===== config.mk =====
export PLATFORM = sky130hd
export DESIGN_NAME = thermal_alarm
export DESIGN_NICKNAME = d
export VERILOG_FILES = /design/src/rtl/thermal_alarm_pkg.sv /design/src/rtl/thermal_alarm_dp.sv /design/src/rtl/thermal_alarm_ctrl.sv /design/src/rtl/thermal_alarm.sv
export SDC_FILE = /design/constraint.sdc
export NUM_CORES = 1
export LEC_CHECK = 0
export ABC_CLOCK_PERIOD_IN_PS = 2100
export BUFFER_PORTS_ARGS = -buffer_cell sky130_fd_sc_hd__buf_4
export CORE_AREA = 8 8 127 129
export DETAILED_ROUTE_END_ITERATION = 16
export DIE_AREA = 0 0 135 137
export GPL_TIMING_DRIVEN = 0
export PLACE_DENSITY_LB_ADDON = 0.3
export SKIP_CTS_REPAIR_TIMING = 1
export SYNTH_ARGS = -nofsm -noshare
export SYNTH_HDL_FRONTEND = slang
export SYNTH_HIERARCHICAL = 1
export SYNTH_SLANG_ARGS = --single-unit
export TNS_END_PERCENT = 50

===== constraint.sdc =====
create_clock -name clk -period 2.1 [get_ports clk]
set_input_delay 0.21 -clock clk [delete_from_list [all_inputs] [get_ports clk]]
set_output_delay 0.21 -clock clk [all_outputs]
set_load 0.005 [all_outputs]

===== src/rtl/thermal_alarm_pkg.sv =====
package thermal_alarm_pkg;

  typedef enum logic [1:0] {
    ADDR_HIGH = 2'd0,
    ADDR_LOW  = 2'd1,
    ADDR_OTP  = 2'd2,
    ADDR_CTRL = 2'd3
  } regAddrE;

  localparam int CFG_EN_BIT = 31;
  localparam int REL_LSB    = 16;
  localparam int FLAG_LSB   = 24;
  localparam int KEY_LSB    = 12;
  localparam int IE_LSB     = 8;
  localparam int NUM_FLAGS  = 5;
  localparam int NUM_IE     = 4;
  localparam int KEY_W      = 4;

  localparam logic [KEY_W-1:0] KEY_RESET = 4'hA;
  localparam logic [KEY_W-1:0] KEY_IRQ   = 4'h5;

  // control -> datapath write strobes
  typedef struct packed {
    logic wrHigh;
    logic wrLow;
    logic wrOtp;
  } cfgWrT;

  // datapath -> control comparison results
  typedef struct packed {
    logic highEn;
    logic lowEn;
    logic otpEn;
    logic highTrip;
    logic highRel;
    logic lowTrip;
    logic lowRel;
    logic otpTrip;
  } cmpT;

endpackage


===== src/rtl/thermal_alarm_dp.sv =====
module thermal_alarm_dp
  import thermal_alarm_pkg::*;
#(
  parameter int CODE_W      = 12,
  parameter int HYST        = 3,
  parameter int HI_TRIG_RST = 3000,
  parameter int LO_TRIG_RST = 500,
  parameter int OTP_RST     = 4000
) (
  input  logic              clk,
  input  logic              rstN,
  input  cfgWrT             cfgWr,
  input  logic [31:0]       wrData,
  input  logic [CODE_W-1:0] code,
  output cmpT               cmp,
  output logic [31:0]       highCfgRd,
  output logic [31:0]       lowCfgRd,
  output logic [31:0]       otpCfgRd
);

  localparam logic [CODE_W-1:0] HI_TRIG_INIT = CODE_W'(HI_TRIG_RST);
  localparam logic [CODE_W-1:0] HI_REL_INIT  = CODE_W'(HI_TRIG_RST - HYST);
  localparam logic [CODE_W-1:0] LO_TRIG_INIT = CODE_W'(LO_TRIG_RST);
  localparam logic [CODE_W-1:0] LO_REL_INIT  = CODE_W'(LO_TRIG_RST + HYST);
  localparam logic [CODE_W-1:0] OTP_INIT     = CODE_W'(OTP_RST);

  logic              highEn, lowEn, otpEn;
  logic [CODE_W-1:0] highTrig, highRel, lowTrig, lowRel, otpThr;

  always_ff @(posedge clk or negedge rstN) begin
    if (!rstN) begin
      highEn   <= 1'b0;
      highTrig <= HI_TRIG_INIT;
      highRel  <= HI_REL_INIT;
    end else if (cfgWr.wrHigh) begin
      highEn   <= wrData[CFG_EN_BIT];
      highTrig <= wrData[CODE_W-1:0];
      highRel  <= wrData[REL_LSB +: CODE_W];
    end
  end

  always_ff @(posedge clk or negedge rstN) begin
    if (!rstN) begin
      lowEn   <= 1'b0;
      lowTrig <= LO_TRIG_INIT;
      lowRel  <= LO_REL_INIT;
    end else if (cfgWr.wrLow) begin
      lowEn   <= wrData[CFG_EN_BIT];
      lowTrig <= wrData[CODE_W-1:0];
      lowRel  <= wrData[REL_LSB +: CODE_W];
    end
  end

  always_ff @(posedge clk or negedge rstN) begin
    if (!rstN) begin
      otpEn  <= 1'b0;
      otpThr <= OTP_INIT;
    end else if (cfgWr.wrOtp) begin
      otpEn  <= wrData[CFG_EN_BIT];
      otpThr <= wrData[CODE_W-1:0];
    end
  end

  always_comb begin
    cmp.highEn   = highEn;
    cmp.lowEn    = lowEn;
    cmp.otpEn    = otpEn;
    cmp.highTrip = (code >= highTrig);
    cmp.highRel  = (code <= highRel);
    cmp.lowTrip  = (code <= lowTrig);
    cmp.lowRel   = (code >= lowRel);
    cmp.otpTrip  = (code >= otpThr);
  end

  assign highCfgRd = (32'(highEn) << CFG_EN_BIT) | (32'(highRel) << REL_LSB) | 32'(highTrig);
  assign lowCfgRd  = (32'(lowEn) << CFG_EN_BIT) | (32'(lowRel) << REL_LSB) | 32'(lowTrig);
  assign otpCfgRd  = (32'(otpEn) << CFG_EN_BIT) | 32'(otpThr);

  AST_HIGH_WRITE: assert property (@(posedge clk) disable iff (!rstN)
    $past(cfgWr.wrHigh) |-> highCfgRd[CODE_W-1:0] == $past(wrData[CODE_W-1:0]))
    else $error("high trip level not written");

  AST_OTP_WRITE: assert property (@(posedge clk) disable iff (!rstN)
    $past(cfgWr.wrOtp) |-> otpCfgRd[CFG_EN_BIT] == $past(wrData[CFG_EN_BIT]))
    else $error("overheat enable not written");

endmodule


===== src/rtl/thermal_alarm_ctrl.sv =====
module thermal_alarm_ctrl
  import thermal_alarm_pkg::*;
#(
  parameter int CODE_W = 12
) (
  input  logic              clk,
  input  logic              rstN,
  input  logic              periodMode,
  input  logic              sampleValid,
  input  logic [CODE_W-1:0] sampleCode,
  input  logic              regWrEn,
  input  logic [1:0]        regAddr,
  input  logic [31:0]       regWrData,
  input  cmpT               cmp,
  input  logic [31:0]       highCfgRd,
  input  logic [31:0]       lowCfgRd,
  input  logic [31:0]       otpCfgRd,
  output cfgWrT             cfgWr,
  output logic [31:0]       regRdData,
  output logic              irq,
  output logic              resetReq
);

  localparam logic [CODE_W-1:0] CODE_ALL_ONES = '1;

  regAddrE addrE;
  logic    ctrlWr;
  logic    codeOk, take;

  logic highAct, lowAct, otpAct;
  logic highOn, highOff, lowOn, lowOff, otpOn;

  logic [NUM_FLAGS-1:0] flags, evt, clr;
  logic [KEY_W-1:0]     keyReg;
  logic [NUM_IE-1:0]    ieReg;

  // register write decode
  always_comb begin
    addrE       = regAddrE'(regAddr);
    cfgWr.wrHigh = regWrEn && (addrE == ADDR_HIGH);
    cfgWr.wrLow  = regWrEn && (addrE == ADDR_LOW);
    cfgWr.wrOtp  = regWrEn && (addrE == ADDR_OTP);
    ctrlWr       = regWrEn && (addrE == ADDR_CTRL);
  end

  // sample qualification
  assign codeOk = (sampleCode != '0) && (sampleCode != CODE_ALL_ONES);
  assign take   = sampleValid && periodMode && codeOk;

  // alarm events
  always_comb begin
    highOn  = take && cmp.highEn && !highAct && cmp.highTrip;
    highOff = take && cmp.highEn &&  highAct && cmp.highRel;
    lowOn   = take && cmp.lowEn  && !lowAct  && cmp.lowTrip;
    lowOff  = take && cmp.lowEn  &&  lowAct  && cmp.lowRel;
    otpOn   = take && cmp.otpEn  && !otpAct  && cmp.otpTrip;
    evt     = {otpOn, lowOff, lowOn, highOff, highOn};
    clr     = ctrlWr ? regWrData[FLAG_LSB +: NUM_FLAGS] : '0;
  end

  always_ff @(posedge clk or negedge rstN) begin
    if (!rstN) begin
      highAct <= 1'b0;
    end else if (!cmp.highEn) begin
      highAct <= 1'b0;
    end else if (highOn) begin
      highAct <= 1'b1;
    end else if (highOff) begin
      highAct <= 1'b0;
    end
  end

  always_ff @(posedge clk or negedge rstN) begin
    if (!rstN) begin
      lowAct <= 1'b0;
    end else if (!cmp.lowEn) begin
      lowAct <= 1'b0;
    end else if (lowOn) begin
      lowAct <= 1'b1;
    end else if (lowOff) begin
      lowAct <= 1'b0;
    end
  end

  always_ff @(posedge clk or negedge rstN) begin
    if (!rstN) begin
      otpAct <= 1'b0;
    end else if (!cmp.otpEn) begin
      otpAct <= 1'b0;
    end else if (otpOn) begin
      otpAct <= 1'b1;
    end else if (take && !cmp.otpTrip) begin
      otpAct <= 1'b0;
    end
  end

  // flags, control fields, reset pulse
  always_ff @(posedge clk or negedge rstN) begin
    if (!rstN) begin
      flags    <= '0;
      keyReg   <= '0;
      ieReg    <= '0;
      resetReq <= 1'b0;
    end else begin
      flags    <= (flags & ~clr) | evt;
      resetReq <= otpOn && (keyReg == KEY_RESET);
      if (ctrlWr) begin
        keyReg <= regWrData[KEY_LSB +: KEY_W];
        ieReg  <= regWrData[IE_LSB +: NUM_IE];
      end
    end
  end

  assign irq = (|(flags[NUM_IE-1:0] & ieReg)) || (flags[NUM_FLAGS-1] && (keyReg == KEY_IRQ));

  always_comb begin
    unique case (addrE)
      ADDR_HIGH: regRdData = highCfgRd;
      ADDR_LOW:  regRdData = lowCfgRd;
      ADDR_OTP:  regRdData = otpCfgRd;
      default:   regRdData = (32'(flags) << FLAG_LSB) | (32'(keyReg) << KEY_LSB)
                           | (32'(ieReg) << IE_LSB);
    endcase
  end

  AST_NONPERIOD_QUIET: assert property (@(posedge clk) disable iff (!rstN)
    (sampleValid && !periodMode) |=> ((flags & ~$past(flags)) == '0))
    else $error("flag raised by non-periodic sample");

  AST_BAD_CODE_QUIET: assert property (@(posedge clk) disable iff (!rstN)
    (sampleValid && !codeOk) |=> ((flags & ~$past(flags)) == '0))
    else $error("flag raised by broken code");

  AST_HIGH_RISE_FLAG: assert property (@(posedge clk) disable iff (!rstN)
    $rose(highAct) |-> flags[0])
    else $error("high alarm active without valid flag");

  AST_LOW_RELEASE_FLAG: assert property (@(posedge clk) disable iff (!rstN)
    ($fell(lowAct) && $past(cmp.lowEn)) |-> flags[3])
    else $error("low alarm released without removed flag");

  AST_RESET_ONE_CYCLE: assert property (@(posedge clk) disable iff (!rstN)
    resetReq |=> !resetReq)
    else $error("reset request longer than one cycle");

  AST_RESET_KEYED: assert property (@(posedge clk) disable iff (!rstN)
    resetReq |-> ($past(keyReg) == KEY_RESET && flags[NUM_FLAGS-1]))
    else $error("reset request without reset key or overheat flag");

endmodule


===== src/rtl/thermal_alarm.sv =====
module thermal_alarm
  import thermal_alarm_pkg::*;
#(
  parameter int CODE_W      = 12,
  parameter int HYST        = 3,
  parameter int HI_TRIG_RST = 3000,
  parameter int LO_TRIG_RST = 500,
  parameter int OTP_RST     = 4000
) (
  input  logic              clk,
  input  logic              rstN,
  input  logic              periodMode,
  input  logic              sampleValid,
  input  logic [CODE_W-1:0] sampleCode,
  input  logic              regWrEn,
  input  logic [1:0]        regAddr,
  input  logic [31:0]       regWrData,
  output logic [31:0]       regRdData,
  output logic              irq,
  output logic              resetReq
);

  cfgWrT       cfgWr;
  cmpT         cmp;
  logic [31:0] highCfgRd, lowCfgRd, otpCfgRd;

  thermal_alarm_dp #(
    .CODE_W(CODE_W), .HYST(HYST), .HI_TRIG_RST(HI_TRIG_RST),
    .LO_TRIG_RST(LO_TRIG_RST), .OTP_RST(OTP_RST)
  ) u_dp (
    .clk(clk), .rstN(rstN), .cfgWr(cfgWr), .wrData(regWrData), .code(sampleCode),
    .cmp(cmp), .highCfgRd(highCfgRd), .lowCfgRd(lowCfgRd), .otpCfgRd(otpCfgRd)
  );

  thermal_alarm_ctrl #(.CODE_W(CODE_W)) u_ctrl (
    .clk(clk), .rstN(rstN), .periodMode(periodMode), .sampleValid(sampleValid),
    .sampleCode(sampleCode), .regWrEn(regWrEn), .regAddr(regAddr),
    .regWrData(regWrData), .cmp(cmp), .highCfgRd(highCfgRd), .lowCfgRd(lowCfgRd),
    .otpCfgRd(otpCfgRd), .cfgWr(cfgWr), .regRdData(regRdData), .irq(irq),
    .resetReq(resetReq)
  );

endmodule


* After elaboration in Yosys (flattened, before gate mapping)
Cells that the tools add are included.
** Storage, ports and cells
- Flip-flop bits (word level) :: 80
- Output and inout bits :: 34
** Operators by class
- Mux-type cells :: 11
- Reductions and logical operators :: 31
- Order comparisons :: 5
- Equal/unequal tests :: 9
- Bitwise gates (word level) :: 11
** Operator list (count)
- 32-bit by 12-bit bitwise OR with 32-bit output :: 4
- 32-bit one-hot mux with 3 select lines :: 1
- 32-bit by 28-bit bitwise OR with 32-bit output :: 2
- 12-bit >= comparator :: 3
- 29-bit by 16-bit bitwise OR with 29-bit output :: 1
- 12-bit less-or-equal comparator :: 2
- 1-bit logical AND :: 23
- 12-bit inequality test (second input constant) :: 1
- 12-bit nonzero test :: 1
- 1-bit two-way mux :: 9
- 3-bit by 1-bit inequality test with 1-bit output (second input constant) :: 3
- 5-bit AND :: 1
- 5-bit two-way mux :: 1
- 5-bit inverter :: 1
- 5-bit bitwise OR :: 1
- 4-bit AND :: 1
- 2-bit == test (second input constant) :: 2
- 4-bit by 3-bit == test with 1-bit output (second input constant) :: 1
- 4-bit == test (second input constant) :: 1
- 1-bit zero test :: 4
- 4-bit OR reduction :: 1
- 2-bit by 1-bit == test with 1-bit output (second input constant) :: 1
- 2-bit zero test :: 1
- 1-bit logical OR :: 1

* Logic depth before layout (Yosys ltp)
Gate-level depths: netlist of run 1.
- Depth after elaboration :: 9
- Depth in mapped cells :: 10
- Mapped depth without buffers :: 10

* Cells and area by module
The synthesis of run 1 kept the hierarchy.
** By module, submodules not included
- thermal_alarm_dp :: seq. area each 1620.3 sq um, cells each 428, area an instance 3967.6 sq um, times used 1
- thermal_alarm_ctrl :: seq. area each 425.4 sq um, cells each 157, area an instance 1597.8 sq um, times used 1

* Least setup slack after synthesis of run 1
OpenSTA, ideal clock, no wires.
- Kind :: register to register
- From :: register u_dp.lowTrig[8]
- To :: register u_ctrl.flags[2]
- Slack :: 0.141 ns
- Library setup time :: 0.122 ns
- Data required time :: 1.978 ns
- Data arrival time :: 1.838 ns
- Stages on the path, launching flop included :: 9
- Cell sequence :: dfstp_2 -> inv_1 -> ha_1 -> nand4_1 -> or3_1 -> a21oi_1 -> o22ai_1 -> nor2b_1 -> a32o_1
** RTL lines
- from (decl) :: line thermal_alarm_dp.sv:28 : logic [CODE_W-1:0] highTrig, highRel, lowTrig, lowRel, otpThr;
- from (signal assigned) :: line thermal_alarm_dp.sv:49 : lowTrig <= wrData[CODE_W-1:0];
- to (signal assigned) :: line thermal_alarm_ctrl.sv:105 : flags <= (flags & ~clr) | evt;
- to (decl) :: line thermal_alarm_ctrl.sv:33 : logic [NUM_FLAGS-1:0] flags, evt, clr;

==> results.md, run 1 <==
* Initial DRT Pass Iterations at 5
* Routed len/inst at 18.4 um
* Post-synthesis sequential area ratio at 36.8%
* Area Growth Syn to Fin at 27.1%
* Clock Power Share at 28.8%
* I/O Buffers at 78
* Number of synthesized flops with an enable pin at 0
* Power Density at 759 mW/mm^2
* Root Buffer: clkbuf_16
* Largest net degree at the start of global routing at 81
* Post-synth top cells: nand2_1 (91), o21ai_0 (78), ha_1 (60), inv_1 (57)
* Final hold violation count at 0
* Die extent in x at 135 um
* Fin crit period at 2.14 ns
* Synth top area share at 20.2%
* Place WS at -0.257 ns
* First-pass GRT wire length at 25800 um
* Fmax at 467 MHz
* Arr. time, crit path at 2.36 ns
* Violated checks: setup timing
* Placer Congestion at 0.922
* Placed cells at 879
* Sequential share of power at 39.1%
* Kind of critical path: flop to flop
* Overflow after GRT at 0
* Vias at 4747
* Drt drc at 0
* Rows at 44
* Post-route setup slack at -0.0404 ns
* Antenna diodes at 0
* Synth Cell Area at 0.00557 mm^2
* Routed metal-1 wire length at 7110 um
* Latest clock arrival within the worst-skew pair at 0.35 ns
* Final wirelength at 16500 um
* Post-Layout Cell Count at 899
* Crit path launch type: flop
* Fraction of registers with async set/reset at 100%
* Pleak at 3.30 nW
* Post-Route Utilization at 49.8%
* CTS H-tree lvls at 3
* Clk_skew at 0.00552 ns
* Sw Pwr at 1.72 mW
* CTS Buffer Depth at 2
* Overall die area at 0.0185 mm^2
* Initial DRC count at 311
* Top layer in use: met4
* Chip height at 137 um
* Detail Route met3 WL at 939 um
* Initial Util at 39.2%
* Setup Viol. Count Final at 1
* Logic pwr share at 32.0%
* Hold Slack at 0.0517 ns
* Count leader, synth: nand2_1
* Clock slew seen by the registers of the worst setup and hold paths at 0.06 ns
* Initial antenna violation count at 0
* Max VDD drop at 480 uV
* Worst path required time at 2.32 ns
* CTS tree: done
* Clock buffer count from CTS at 9
* Total Routing Usage GR at 18.0%
* CP Capture Type: flop
* Most used DFF post-synth: dfrtp_1
* Status: finished with violations
* Met2 wire length at 8170 um
* Switching portion of total power at 32.0%
* Slew margin rel. at 30.1%
* Top cells by area, synth: dfrtp_1 (20%), dfstp_2 (17%), ha_1 (13%)
* Crit Path Max Fanout at 2
* Cells after Synth at 585
* Slew @ Worst Pin at 1.05 ns
* Area leader, netlist: dfrtp_1
* Internal at 3.65 mW
* Boundary Pins at 85
* Syn avg cell area at 9.51 um^2
* Final Net Count at 821
* Vias in the first global route at 5047
* Yosys warning count at 6
* Layout cell share with drive strength beyond 1 at 36.6%
* Slew Viols, Final at 0
* Antenna-violating nets left at 0
* Core Area at 0.0142 mm^2
* Post-synthesis register bit count at 80
* # clock sinks at 80
* RSZ-0062 raised after global routing: yes
* Dpl hpwl at 12500 um
* Crit share post-route at 102%
* Max-capacitance violation count at 0
* Synth unique cells at 45
* Hold Path Class: input port to asynchronous set/reset pin
* Via-per-instance ratio at 5.28
-- path summary, 6_finish.rpt --
path | to | slack [ns] | depth (start not counted) | start
worst min-delay path | u_dp/highTrig[6]$_DFFE_PN0P_ | 0.05 | 1 | rstN
worst min register to register | u_dp/lowRel[8]$_DFFE_PN1P_ | 0.52 | 2 | u_dp/lowRel[8]$_DFFE_PN1P_
max in group asynchronous | u_dp/highEn$_DFFE_PN0P_ | 1.36 | 1 | rstN
worst max register to register | u_ctrl/highAct$_DFFE_PN0P_ | -0.04 | 10 | u_dp/highRel[7]$_DFFE_PN1P_
min in group clk | u_dp/highRel[6]$_DFFE_PN0P_ | 0.08 | 3 | regWrData[22]
worst max-delay path | u_ctrl/highAct$_DFFE_PN0P_ | -0.04 | 10 | u_dp/highRel[7]$_DFFE_PN1P_
-- critical path: stages, from the launching register on --
cell	delay, ns
dfstp_2	0.53
inv_1	0.06
ha_1	0.32
nand2_1	0.11
nor2_1	0.06
a211oi_1	0.23
o21ai_1	0.16
o22ai_4	0.13
nand2_1	0.07
o31ai_1	0.24
a21boi_1	0.10
-- kinds of logic (layout without fill, tap and decap cells) --
| logic type | after synthesis | after routing | synth area share (%) |
|---|---|---|---|
| buf+inv | 119 | 217 | 11.2 |
| mux | 49 | 49 | 12.1 |
| compound gates | 133 | 133 | 14.0 |
| fa+ha+maj | 60 | 60 | 13.5 |
| other cells | 1 | 33 | 0.0674 |
| simple gates | 143 | 143 | 12.4 |
| flops | 80 | 80 | 36.8 |
-- metal layers --
metal / track usage (%) / vias to the layer above
li1: - / 2229
met5: 0 / -
met4: 6.17 / 0
met3: 3.96 / 19
met2: 30.9 / 152
met1: 21.8 / 2347
-- final cells by class --
class | count | area, um^2
plain buffers | 62 | 414
clock buffers | 12 | 267
clock inverters | 4 | 27.5
fillers | 1332 | 7130
inverters | 57 | 214
multi-input cells | 418 | 3260
flip-flops and latches | 80 | 2050
well taps | 184 | 230
repair buffers | 82 | 616
-- metrics by stage --
stage                     instance area (um^2)  power [mW]  TNS, ns
after floorplan                           5690        3.03        0
after global placement                    6500        3.60    -4.81
after detailed placement                  6500        3.68    -7.68
after CTS                                 6800        5.24    -1.05
after global routing                      7070        5.68   -0.265
final                                     7070        5.37  -0.0404
-- cells in the final DEF, fill, tap and decap left out, drive strengths merged, types with 9 or more instances in the layout --
master,netlist,layout
a21oi,13,13
nand2,91,91
mux2i,20,20
conb,1,33
mux2,16,16
clkbuf,8,23
mux4,13,13
buf,54,133
nand4,14,14
dfrtp,45,45
o21ai,80,80
dfstp,35,35
inv,57,57
ha,60,60
a21o,9,9
-- power groups by stage --
stage	logic [mW]	clock network, mW	registers [mW]
3_3_place_gp	1.51	0	2.10
6_report	1.72	1.55	2.10
3_5_place_dp	1.56	0	2.12
4_1_cts	1.57	1.58	2.09
5_1_grt	1.91	1.64	2.13
2_1_floorplan	0.987	0	2.04
-- sequential cells by signal, summed over array words and instances, names as in the netlist, 4 cells and up --
register,cells
u_dp/highTrig,12
u_dp/lowRel,12
u_dp/lowTrig,12
u_ctrl/ieReg,4
u_ctrl/keyReg,4
u_dp/highRel,12
u_ctrl/flags,5
u_dp/otpThr,12
Note: power is estimated with default switching activity, not from simulation.
==> run 2: changes to the inputs <==
- CORE_AREA: 8 8 127 129 -> 3 3 122 124
- DIE_AREA: 0 0 135 137 -> 0 0 125 127
- GPL_TIMING_DRIVEN: 0 -> unset
==> results.md, run 2 (synthesis results as in run 1) <==
* Status: finished with violations
* Violated checks: setup timing
* I/O Buffers at 80
* Antenna diodes at 0
* Logic pwr share at 29.3%
* Overflow after GRT at 0
* Post-Layout Cell Count at 851
* Area Growth Syn to Fin at 21.4%
* Final wirelength at 14700 um
* Layout cell share with drive strength beyond 1 at 31.4%
* Internal at 3.72 mW
* # clock sinks at 80
* Clock buffer count from CTS at 9
* HP Start: regWrData[19]
* Boundary Pins at 85
* Core Area at 0.0139 mm^2
* Chip height at 127 um
* CTS H-tree lvls at 3
* Post-route setup slack at -0.0619 ns
* CTS tree: done
* Reg2Reg Launch Point: u_dp/highRel[11]$_DFFE_PN1P_
* Crit share post-route at 103%
* Slew @ Worst Pin at 0.558 ns
* Total Routing Usage GR at 18.6%
* RSZ-0062 raised after global routing: yes
* Die extent in x at 125 um
* Commonest non-fill, non-tap cell in the layout: buf_4
* Root Buffer: clkbuf_16
* Latest clock arrival within the worst-skew pair at 0.34 ns
* First-pass GRT wire length at 23700 um
* Sw Pwr at 1.66 mW
* Slew margin rel. at 62.8%
* Crit Path Max Fanout at 2
* Place WS at -0.181 ns
* Antenna-violating nets left at 0
* Clock slew seen by the registers of the worst setup and hold paths at 0.07 ns
* FILL cells at 1326
* Met2 Use GR at 30.8%
* Largest net degree at the start of global routing at 55
* Sequential share of power at 39.0%
* Setup Viol. Count Final at 4
* Final Net Count at 777
* Most frequent cells in the layout: buf_4 (97), nand2_1 (90), o21ai_0 (75), ha_1 (56), inv_1 (55)
* Rows at 43
* Vias in the first global route at 4607
* Placed Area at 0.00626 mm^2
* Overall die area at 0.0159 mm^2
* Power Density at 796 mW/mm^2
* Cell area after layout at 0.00676 mm^2
* Fin crit period at 2.16 ns
* Max VDD drop at 412 uV
* Dpl hpwl at 10900 um
* Initial DRC count at 355
* Clk_skew at 0.00673 ns
* Arr. time, crit path at 2.38 ns
* Pleak at 3.12 nW
* Crit path launch type: flop
* Drt drc at 0
* Initial antenna violation count at 0
* GRT Max-Usage Layer: met2
* Worst path required time at 2.31 ns
* Max-capacitance violation count at 0
* Met3 GRT Util at 3.60%
* Via-per-instance ratio at 5.25
* Placed cells at 832
* CP Capture Type: flop
* CTS Buffer Depth at 2
* Routed len/inst at 17.3 um
* GR Util met1 at 24.7%
* Switching portion of total power at 30.9%
* Initial DRT Pass Iterations at 5
* Kind of critical path: flop to flop
* Final hold violation count at 0
* Placer Congestion at 0.886
* Hold Path Class: input port to flop
* Slew Viols, Final at 0
* Vias at 4470
* Initial Util at 40.1%
* Fmax at 463 MHz
* Crit. Startpoint: u_dp/highRel[11]$_DFFE_PN1P_
* Clock Power Share at 31.7%
==> run 2: changes by cell type in the layout (fill, tap and decap cells not counted), moves of 3 or more <==
cell / delta
clkbuf_2: -4
inv_2: -8
buf_2: -6
ha_1: +6
ha_4: -6
clkbuf_8: -3
buf_4: -30
inv_1: +8
clkbuf_1: -7
==> run 2: final cells by class <==
| cell class | instances | area [um^2] | share of cell area, % |
|---|---|---|---|
| repair buffers | 100 | 778 | 11.5 |
| clock buffers | 9 | 225 | 3.33 |
| clock inverters | 7 | 96.3 | 1.43 |
| inverters | 57 | 214 | 3.17 |
| multi-input cells | 418 | 3170 | 46.9 |
| well taps | 180 | 225 | 3.33 |
| flip-flops and latches | 80 | 2050 | 30.3 |
==> run 2: per-stage QoR <==
step | util [%] | hold slack (ns) | total power [mW] | TNS (ns)
final | 48.7 | 0.0879 | 5.38 | -0.215
after global routing | 48.7 | 0.0959 | 5.70 | -0.698
after CTS | 47.4 | -0.204 | 5.30 | -0.772
after detailed placement | 45.1 | 0.158 | 3.60 | -0.658
after global placement | 45.1 | 0.153 | 3.53 | -0.443
after floorplan | - | -0.0856 | 3.03 | 0
==> run 2: path summary, 6_finish.rpt <==
path / slack (ns) / depth (start not counted) / end
setup / recovery: -0.06 / 8 / u_ctrl/highAct$_DFFE_PN0P_
hold / removal: 0.09 / 3 / u_dp/lowRel[3]$_DFFE_PN0P_
setup reg to reg: -0.06 / 8 / u_ctrl/highAct$_DFFE_PN0P_
hold reg to reg: 0.51 / 2 / u_dp/otpThr[8]$_DFFE_PN1P_
max in group asynchronous: 1.11 / 3 / u_dp/otpThr[8]$_DFFE_PN1P_
min in group asynchronous: 0.32 / 2 / u_ctrl/keyReg[2]$_DFFE_PN0P_
==> run 2: power groups by stage <==
| stage | sequential (mW) | combinational [mW] | clock (mW) |
|---|---|---|---|
| 2_1_floorplan | 2.04 | 0.987 | 0 |
| 3_3_place_gp | 2.10 | 1.43 | 0 |
| 3_5_place_dp | 2.12 | 1.48 | 0 |
| 4_1_cts | 2.10 | 1.49 | 1.72 |
| 5_1_grt | 2.14 | 1.77 | 1.79 |
| 6_report | 2.10 | 1.58 | 1.70 |
==> run 2: critical path: stages (launching register included) <==
cell and delay, ns:
dfstp_2 0.53, inv_1 0.06, ha_1 0.30, nand4_1 0.13
or3_4 0.42, o22ai_4 0.19, nand2_1 0.07, o31ai_1 0.23
a21boi_1 0.11
==> run 2: layer usage <==
layer	part of all wire (%)	vias up	routed length (um)
li1	-	2139	-
met1	45	2181	6660
met2	48	128	7110
met3	4.3	22	638
met4	1.9	0	278
met5	0	-	0
